`src/rtl/gpio_port_pkg.sv`:
```
`timescale 1ns/1ps
package gpio_port_pkg;
  localparam int ADDR_W  = 3;
  localparam int FUNC_W  = 2;
  localparam int NUM_ALT = (1 << FUNC_W) - 1;

  typedef enum logic [ADDR_W-1:0] {
    REG_DATA    = 3'd0,
    REG_SET     = 3'd1,
    REG_CLR     = 3'd2,
    REG_TGL     = 3'd3,
    REG_DIR     = 3'd4,
    REG_FUNC_LO = 3'd5,
    REG_FUNC_HI = 3'd6,
    REG_PUD     = 3'd7
  } reg_sel_e;
endpackage

```
`src/rtl/gpio_sync.sv`:
```
`timescale 1ns/1ps
module gpio_sync #(
  parameter int W      = 32,
  parameter int STAGES = 2
) (
  input  logic         clk_i,
  input  logic         rst_ni,
  input  logic [W-1:0] d_i,
  output logic [W-1:0] q_o
);
  logic [W-1:0] st_q [STAGES];

  always_ff @(posedge clk_i or negedge rst_ni) begin
    if (!rst_ni) st_q[0] <= '0;
    else         st_q[0] <= d_i;
  end

  for (genvar s = 1; s < STAGES; s++) begin : g_stage
    always_ff @(posedge clk_i or negedge rst_ni) begin
      if (!rst_ni) st_q[s] <= '0;
      else         st_q[s] <= st_q[s-1];
    end
  end

  assign q_o = st_q[STAGES-1];
endmodule

```
`src/rtl/gpio_out_latch.sv`:
```
`timescale 1ns/1ps
module gpio_out_latch #(
  parameter int W = 32
) (
  input  logic         clk_i,
  input  logic         rst_ni,
  input  logic         ld_i,
  input  logic [W-1:0] ld_val_i,
  input  logic [W-1:0] set_i,
  input  logic [W-1:0] clr_i,
  input  logic [W-1:0] tgl_i,
  output logic [W-1:0] q_o
);
  logic [W-1:0] q_q, base, tgl_eff;

  // clear > set > toggle
  always_comb begin
    base    = ld_i ? ld_val_i : q_q;
    tgl_eff = tgl_i & ~set_i & ~clr_i;
  end

  always_ff @(posedge clk_i or negedge rst_ni) begin
    if (!rst_ni) q_q <= '0;
    else         q_q <= ((base ^ tgl_eff) | set_i) & ~clr_i;
  end

  assign q_o = q_q;
endmodule

```
`src/rtl/gpio_ctrl_regs.sv`:
```
`timescale 1ns/1ps
module gpio_ctrl_regs
  import gpio_port_pkg::*;
#(
  parameter int DATA_W = 32,
  parameter int NPINS  = DATA_W
) (
  input  logic                    clk_i,
  input  logic                    rst_ni,
  input  logic                    unlock_i,
  input  logic                    lock_i,
  input  logic                    we_i,
  input  logic [ADDR_W-1:0]       sel_i,
  input  logic [DATA_W-1:0]       wdata_i,
  output logic                    unlocked_o,
  output logic [NPINS-1:0]        dir_o,
  output logic [NPINS-1:0]        pud_o,
  output logic [FUNC_W*NPINS-1:0] func_o
);
  localparam int NFREG     = FUNC_W * NPINS / DATA_W;
  localparam int FUNC_BASE = int'(REG_FUNC_LO);

  logic                    unlocked_q, wr_ok;
  logic [NPINS-1:0]        dir_q, pud_q;
  logic [FUNC_W*NPINS-1:0] func_q;

  always_ff @(posedge clk_i or negedge rst_ni) begin
    if (!rst_ni)       unlocked_q <= 1'b0;
    else if (lock_i)   unlocked_q <= 1'b0;
    else if (unlock_i) unlocked_q <= 1'b1;
  end

  assign wr_ok = we_i & unlocked_q;

  always_ff @(posedge clk_i or negedge rst_ni) begin
    if (!rst_ni) begin
      dir_q <= '0;
      pud_q <= '0;
    end else if (wr_ok) begin
      if (sel_i == REG_DIR) dir_q <= wdata_i[NPINS-1:0];
      if (sel_i == REG_PUD) pud_q <= wdata_i[NPINS-1:0];
    end
  end

  for (genvar r = 0; r < NFREG; r++) begin : g_freg
    always_ff @(posedge clk_i or negedge rst_ni) begin
      if (!rst_ni)
        func_q[r*DATA_W +: DATA_W] <= '0;
      else if (wr_ok && sel_i == ADDR_W'(FUNC_BASE + r))
        func_q[r*DATA_W +: DATA_W] <= wdata_i;
    end
  end

  assign unlocked_o = unlocked_q;
  assign dir_o      = dir_q;
  assign pud_o      = pud_q;
  assign func_o     = func_q;
endmodule

```
`src/rtl/gpio_pin_mux.sv`:
```
`timescale 1ns/1ps
module gpio_pin_mux
  import gpio_port_pkg::*;
#(
  parameter int NPINS = 32
) (
  input  logic [FUNC_W*NPINS-1:0]  func_i,
  input  logic [NPINS-1:0]         gpio_out_i,
  input  logic [NPINS-1:0]         gpio_dir_i,
  input  logic [NUM_ALT*NPINS-1:0] alt_out_i,
  input  logic [NUM_ALT*NPINS-1:0] alt_oe_i,
  output logic [NPINS-1:0]         pad_out_o,
  output logic [NPINS-1:0]         pad_oe_o
);
  for (genvar p = 0; p < NPINS; p++) begin : g_pin
    logic [FUNC_W-1:0]  fsel;
    logic [NUM_ALT-1:0] a_out, a_oe;

    assign fsel = func_i[p*FUNC_W +: FUNC_W];

    for (genvar k = 0; k < NUM_ALT; k++) begin : g_alt
      assign a_out[k] = alt_out_i[k*NPINS + p];
      assign a_oe[k]  = alt_oe_i[k*NPINS + p];
    end

    always_comb begin
      if (fsel == '0) begin
        pad_out_o[p] = gpio_out_i[p];
        pad_oe_o[p]  = gpio_dir_i[p];
      end else begin
        pad_out_o[p] = a_out[fsel - 1'b1];
        pad_oe_o[p]  = a_oe[fsel - 1'b1];
      end
    end
  end
endmodule

```
`src/rtl/gpio_port.sv`:
```
`timescale 1ns/1ps
module gpio_port
  import gpio_port_pkg::*;
#(
  parameter int DATA_W      = 32,
  parameter int SYNC_STAGES = 2
) (
  input  logic                     clk_i,
  input  logic                     rst_ni,
  input  logic                     bus_we_i,
  input  logic [ADDR_W-1:0]        bus_addr_i,
  input  logic [DATA_W-1:0]        bus_wdata_i,
  output logic [DATA_W-1:0]        bus_rdata_o,
  input  logic                     unlock_i,
  input  logic                     lock_i,
  input  logic [DATA_W-1:0]        evt_set_i,
  input  logic [DATA_W-1:0]        evt_clr_i,
  input  logic [DATA_W-1:0]        evt_tgl_i,
  input  logic [DATA_W-1:0]        pad_in_i,
  input  logic [NUM_ALT*DATA_W-1:0] alt_out_i,
  input  logic [NUM_ALT*DATA_W-1:0] alt_oe_i,
  output logic [DATA_W-1:0]        pad_out_o,
  output logic [DATA_W-1:0]        pad_oe_o,
  output logic [DATA_W-1:0]        pad_pud_dis_o,
  output logic [FUNC_W*DATA_W-1:0] func_o
);
  localparam int NPINS = DATA_W;

  logic                    unlocked_q;
  logic [NPINS-1:0]        dir_q, pud_q, out_q, sync_q;
  logic [FUNC_W*NPINS-1:0] func_q;
  logic                    wr_data;
  logic [NPINS-1:0]        set_m, clr_m, tgl_m;

  // Data views: bus and agent masks merge before priority resolution
  always_comb begin
    wr_data = bus_we_i && (bus_addr_i == REG_DATA);
    set_m   = evt_set_i | ((bus_we_i && bus_addr_i == REG_SET) ? bus_wdata_i : '0);
    clr_m   = evt_clr_i | ((bus_we_i && bus_addr_i == REG_CLR) ? bus_wdata_i : '0);
    tgl_m   = evt_tgl_i | ((bus_we_i && bus_addr_i == REG_TGL) ? bus_wdata_i : '0);
  end

  gpio_out_latch #(.W(NPINS)) u_latch (
    .clk_i    (clk_i),
    .rst_ni   (rst_ni),
    .ld_i     (wr_data),
    .ld_val_i (bus_wdata_i),
    .set_i    (set_m),
    .clr_i    (clr_m),
    .tgl_i    (tgl_m),
    .q_o      (out_q)
  );

  gpio_ctrl_regs #(.DATA_W(DATA_W), .NPINS(NPINS)) u_ctrl (
    .clk_i      (clk_i),
    .rst_ni     (rst_ni),
    .unlock_i   (unlock_i),
    .lock_i     (lock_i),
    .we_i       (bus_we_i),
    .sel_i      (bus_addr_i),
    .wdata_i    (bus_wdata_i),
    .unlocked_o (unlocked_q),
    .dir_o      (dir_q),
    .pud_o      (pud_q),
    .func_o     (func_q)
  );

  gpio_sync #(.W(NPINS), .STAGES(SYNC_STAGES)) u_sync (
    .clk_i  (clk_i),
    .rst_ni (rst_ni),
    .d_i    (pad_in_i),
    .q_o    (sync_q)
  );

  gpio_pin_mux #(.NPINS(NPINS)) u_mux (
    .func_i     (func_q),
    .gpio_out_i (out_q),
    .gpio_dir_i (dir_q),
    .alt_out_i  (alt_out_i),
    .alt_oe_i   (alt_oe_i),
    .pad_out_o  (pad_out_o),
    .pad_oe_o   (pad_oe_o)
  );

  always_comb begin
    unique case (bus_addr_i)
      REG_DATA:    bus_rdata_o = (out_q & dir_q) | (sync_q & ~dir_q);
      REG_DIR:     bus_rdata_o = dir_q;
      REG_FUNC_LO: bus_rdata_o = func_q[0 +: DATA_W];
      REG_FUNC_HI: bus_rdata_o = func_q[DATA_W +: DATA_W];
      REG_PUD:     bus_rdata_o = pud_q;
      default:     bus_rdata_o = '0;
    endcase
  end

  assign pad_pud_dis_o = pud_q;
  assign func_o        = func_q;
endmodule

```
`config.mk`:
```
export PLATFORM = sky130hd
export DESIGN_NAME = gpio_port
export DESIGN_NICKNAME = d
export VERILOG_FILES = /design/src/rtl/gpio_port_pkg.sv /design/src/rtl/gpio_sync.sv /design/src/rtl/gpio_out_latch.sv /design/src/rtl/gpio_ctrl_regs.sv /design/src/rtl/gpio_pin_mux.sv /design/src/rtl/gpio_port.sv
export SDC_FILE = /design/constraint.sdc
export NUM_CORES = 1
export LEC_CHECK = 0
export BUFFER_PORTS_ARGS = -buffer_cell sky130_fd_sc_hd__buf_2
export CORE_AREA = 2 2 215 217
export CTS_CLUSTER_DIAMETER = 200
export CTS_CLUSTER_SIZE = 8
export DETAILED_ROUTE_END_ITERATION = 16
export DIE_AREA = 0 0 217 219
export PLACE_DENSITY_LB_ADDON = 0.25
export SLEW_MARGIN = 15
export SYNTH_ARGS = -nofsm -noshare
export SYNTH_HDL_FRONTEND = slang
export SYNTH_SLANG_ARGS = --single-unit
```
`constraint.sdc`:
```
create_clock -name clk_i -period 1.6 [get_ports clk_i]
set_clock_uncertainty 0.1 [all_clocks]
set_input_delay 0.16 -clock clk_i [delete_from_list [all_inputs] [get_ports clk_i]]
set_output_delay 0.16 -clock clk_i [all_outputs]
set_load 0.02 [all_outputs]
```
==> run_results.csv <==
group,metric,value,unit
run_status,outcome,"finished with violations",
run_status,violations,"negative setup slack",
final_layout,drive_gt1_share,58.5,%
sta,min_period,2270,ps
synth,ys_seq_area_share,44.6,%
synth,postSynthCellCount,1274,
clock_tree,cts-buffers-inserted,34,
global_route,grt_usage,26.3,%
power,power.internal,19.4,mW
synth,synthDistinctLibCells,32,
power,p_comb_share,54.2,%
global_route,grt_max_degree,58,
sta,rsz0062_at_grt,"true",
power,ir_drop,1240,uV
synth,yosys.area.top_type,"dfrtp_1",
power,power_switching,11.9,mW
clock_tree,htree_num_levels,2,
placed_design,place_area,18700,um^2
clock_tree,clock_sinks,225,
synth,synth_fa_ha_area_share,3.17,%
sta,setup_viol,185,
drt,wirelength,66.6,mm
synth,synth_top_family_by_area,"compound AO/OA/AOI/OAI gates",
final_layout,final_nets,2691,
setup_path,startpoint,"u_ctrl.func_o[52]$_DFFE_PN0P_",
synth,yosys.area_share.simple,8.88,%
die,start_util,28.0,%
setup_path,cp_slowest_cell,"dfrtp_2",
die,rows,78,
final_layout,instances_no_fill,2924,
setup_path,slowest_delay,390,ps
final_layout,fin_area,24200,um^2
power,p_leak,11.1,nW
drt,vias_per_cell,5.06,
placed_design,place_inst,2597,
synth,async_reset_ff_share,100,%
sta,holdWs,104,ps
global_route,antenna_found_initial,5,
sta,fmax,440,MHz
final_layout,area_delta_synth_final,91.9,%
power,p_sw_share,37.9,%
setup_path,crit_path_end_kind,"primary output",
sta,fin_crit_sh,142,%
synth,ys_ff_latch,225,
die,io_pins,552,
setup_path,rrSetupSlack,-120,ps
global_route,grt-ovfl-total,0,
synth,netlist_area,12600,um^2
synth,synth-edff-count,0,
drt,dr.pass1.iters,5,
setup_path,path_depth,7,
sta,drv_slew,0,
synth,netlist_top_cells_area,"dfrtp_1, mux2i_1, a31oi_1",
synth,synthMuxAreaShare,17.4,%
drt,drc,0,
die,fp.dieArea,47500,um^2
setup_path,crit_path_max_fanout,3,
flow_run,maxCapViolCount,0,
placed_design,place_ws,-323,ps
die,dieHeight,219,um
synth,synth-main-ff-cell,"dfrtp_1",
drt,first_iter_violations,823,
setup_path,worstSetupEndpoint,"pad_oe_o[26]",
sta,tns,-53720,ps
synth,ys_warn_count,0,
placed_design,portBuffers,551,
synth,synth_top_area_share,44.6,%
sta,slew_headroom,62.7,%
setup_path,r2r_end,"u_ctrl.pud_o[11]$_DFFE_PN0P_",
setup_path,crit_type,"flop to primary output",
synth,synthTopCellsByCount,"dfrtp_1, nand2_1, o21ai_0, a31oi_1, mux2i_1",
sta,worstMarginPinSlew,559,ps
die,die_w,217,um
power,p_clk_share,21.5,%
power,total_power,31.3,mW
setup_path,crit_buf_inv,2,
drt,drtAntennaViolNets,0,
drt,wl_per_cell,22.8,um
setup_path,cp.arrival,2010,ps
synth,synthXorXnorAreaFrac,2.22,%
setup_path,r2r_start,"u_ctrl.unlocked_o$_DFFE_PN0P_",
sta,setup_ws,-675,ps
placed_design,gp_congestion,0.923,
setup_path,crit_chain,"inv_1, ha_4, mux2i_1, nor2_1, a31oi_1, o21ai_2, buf_2",
clock_tree,cts_tree,"built",
final_layout,utilization,53.7,%
synth,synth.most_common_cell,"dfrtp_1",
placed_design,dpl.hpwl,47.1,mm
synth,syn-num-nets,1666,
min_path,hold_class,"input pin to async pin",
drt,vias,14800,
sta,finalHoldViolations,0,
power,p_seq_share,24.3,%
setup_path,crit_family,"flip-flops",
clock_tree,clkTransAtPathRegs,50,ps
setup_path,crit_required,1340,ps
clock_tree,clk_latency,520,ps
clock_tree,clockRootBuffer,"clkbuf_16",
power,powerDensity,1290,nW/um^2
global_route,grt_pass1_wl,93.4,mm
die,fp.coreArea,45100,um^2
global_route,grt_pass1_vias,15400,
synth,synth_area_per_cell,9.91,um^2
setup_path,r2r_cells,7,
clock_tree,clockBufferDepth,3,
synth,synth-compound-area-share,19.1,%
setup_path,start_kind,"flop",
==> registers in the layout, indices dropped and copies added (netlist names) <==
register           count
u_ctrl.dir_o          32
u_ctrl.func_o         64
u_ctrl.pud_o          32
u_ctrl.unlocked_o      1
u_latch.q_o           32
u_sync.q_o            32
u_sync.st_q           32
==> worst min-delay path by stage <==
stage	start	to	depth (start not counted)
floorplan	rst_ni	u_ctrl.dir_o[0]$_DFFE_PN0P_	0
CTS	rst_ni	u_sync.st_q[50]$_DFF_PN0_	2
finish	rst_ni	u_sync.st_q[50]$_DFF_PN0_	2
global route	rst_ni	u_sync.q_o[18]$_DFF_PN0_	2
detailed placement	rst_ni	u_sync.st_q[50]$_DFF_PN0_	1
global placement	rst_ni	u_sync.st_q[50]$_DFF_PN0_	1
==> area by class of cell <==
cell class                      count  area (um^2)
Multi-Input combinational cell    919         7850
Fill cell                        4022        20900
Tap cell                          600          751
Antenna cell                        2         5.00
Clock inverter                      4         42.5
Inverter                           65          262
Timing Repair Buffer             1054         8670
Sequential cell                   225         5710
Clock buffer                       55          930
==> power by group through the flow <==
stage                     clock network (mW)  registers (mW)  logic [mW]
after floorplan                            0            8.21        6.98
after CTS                               6.86            7.56        16.2
after global routing                    7.13            7.70        17.9
final                                   6.73            7.60        17.0
after detailed placement                   0            7.55        13.6
after global placement                     0            7.51        13.4
==> per-layer routing <==
metal	routed length (um)	GRT usage, %	up-vias
met1	27300	32.1	7252
met5	27	0	-
met3	3990	4.49	118
li1	-	-	6755
met4	2120	9.59	4
met2	33100	46.5	662
==> cell usage in the layout, fill, tap and decap left out, drive strengths merged <==
master / netlist / final
nor3b: 11 / 11
nor2: 91 / 91
inv: 64 / 66
mux2: 64 / 64
o32ai: 9 / 9
dfrtp: 225 / 225
dlygate4sd3: 0 / 194
a21oi: 41 / 41
diode: 0 / 2
clkinv: 1 / 3
mux4: 23 / 23
nor4b: 1 / 1
ha: 32 / 32
a22oi: 32 / 32
a31o: 32 / 32
xnor2: 32 / 32
mux2i: 96 / 96
and2: 1 / 1
nand3: 1 / 1
nand2: 161 / 161
or2: 1 / 1
nor2b: 3 / 3
a31oi: 128 / 128
buf: 40 / 852
o21ai: 160 / 160
clkbuf: 25 / 63
==> cells by family after synthesis <==
| kind of cell | count (synthesis) |
|---|---|
| xor+xnor | 32 |
| simple gates | 270 |
| fa+ha+maj | 32 |
| mux | 183 |
| flops | 225 |
| compound gates | 402 |
| buf+inv | 130 |
==> timing repair <==
action                     4_1_cts  5_1_grt
gates resized for setup        435      233
pin swaps                       78       45
hold endpoints to repair       418        0
setup endpoints to repair      220      225
setup buffers                   57       37
gates cloned                     7        9
hold buffers                   194        0
Note: power is estimated with default switching activity, not from simulation.
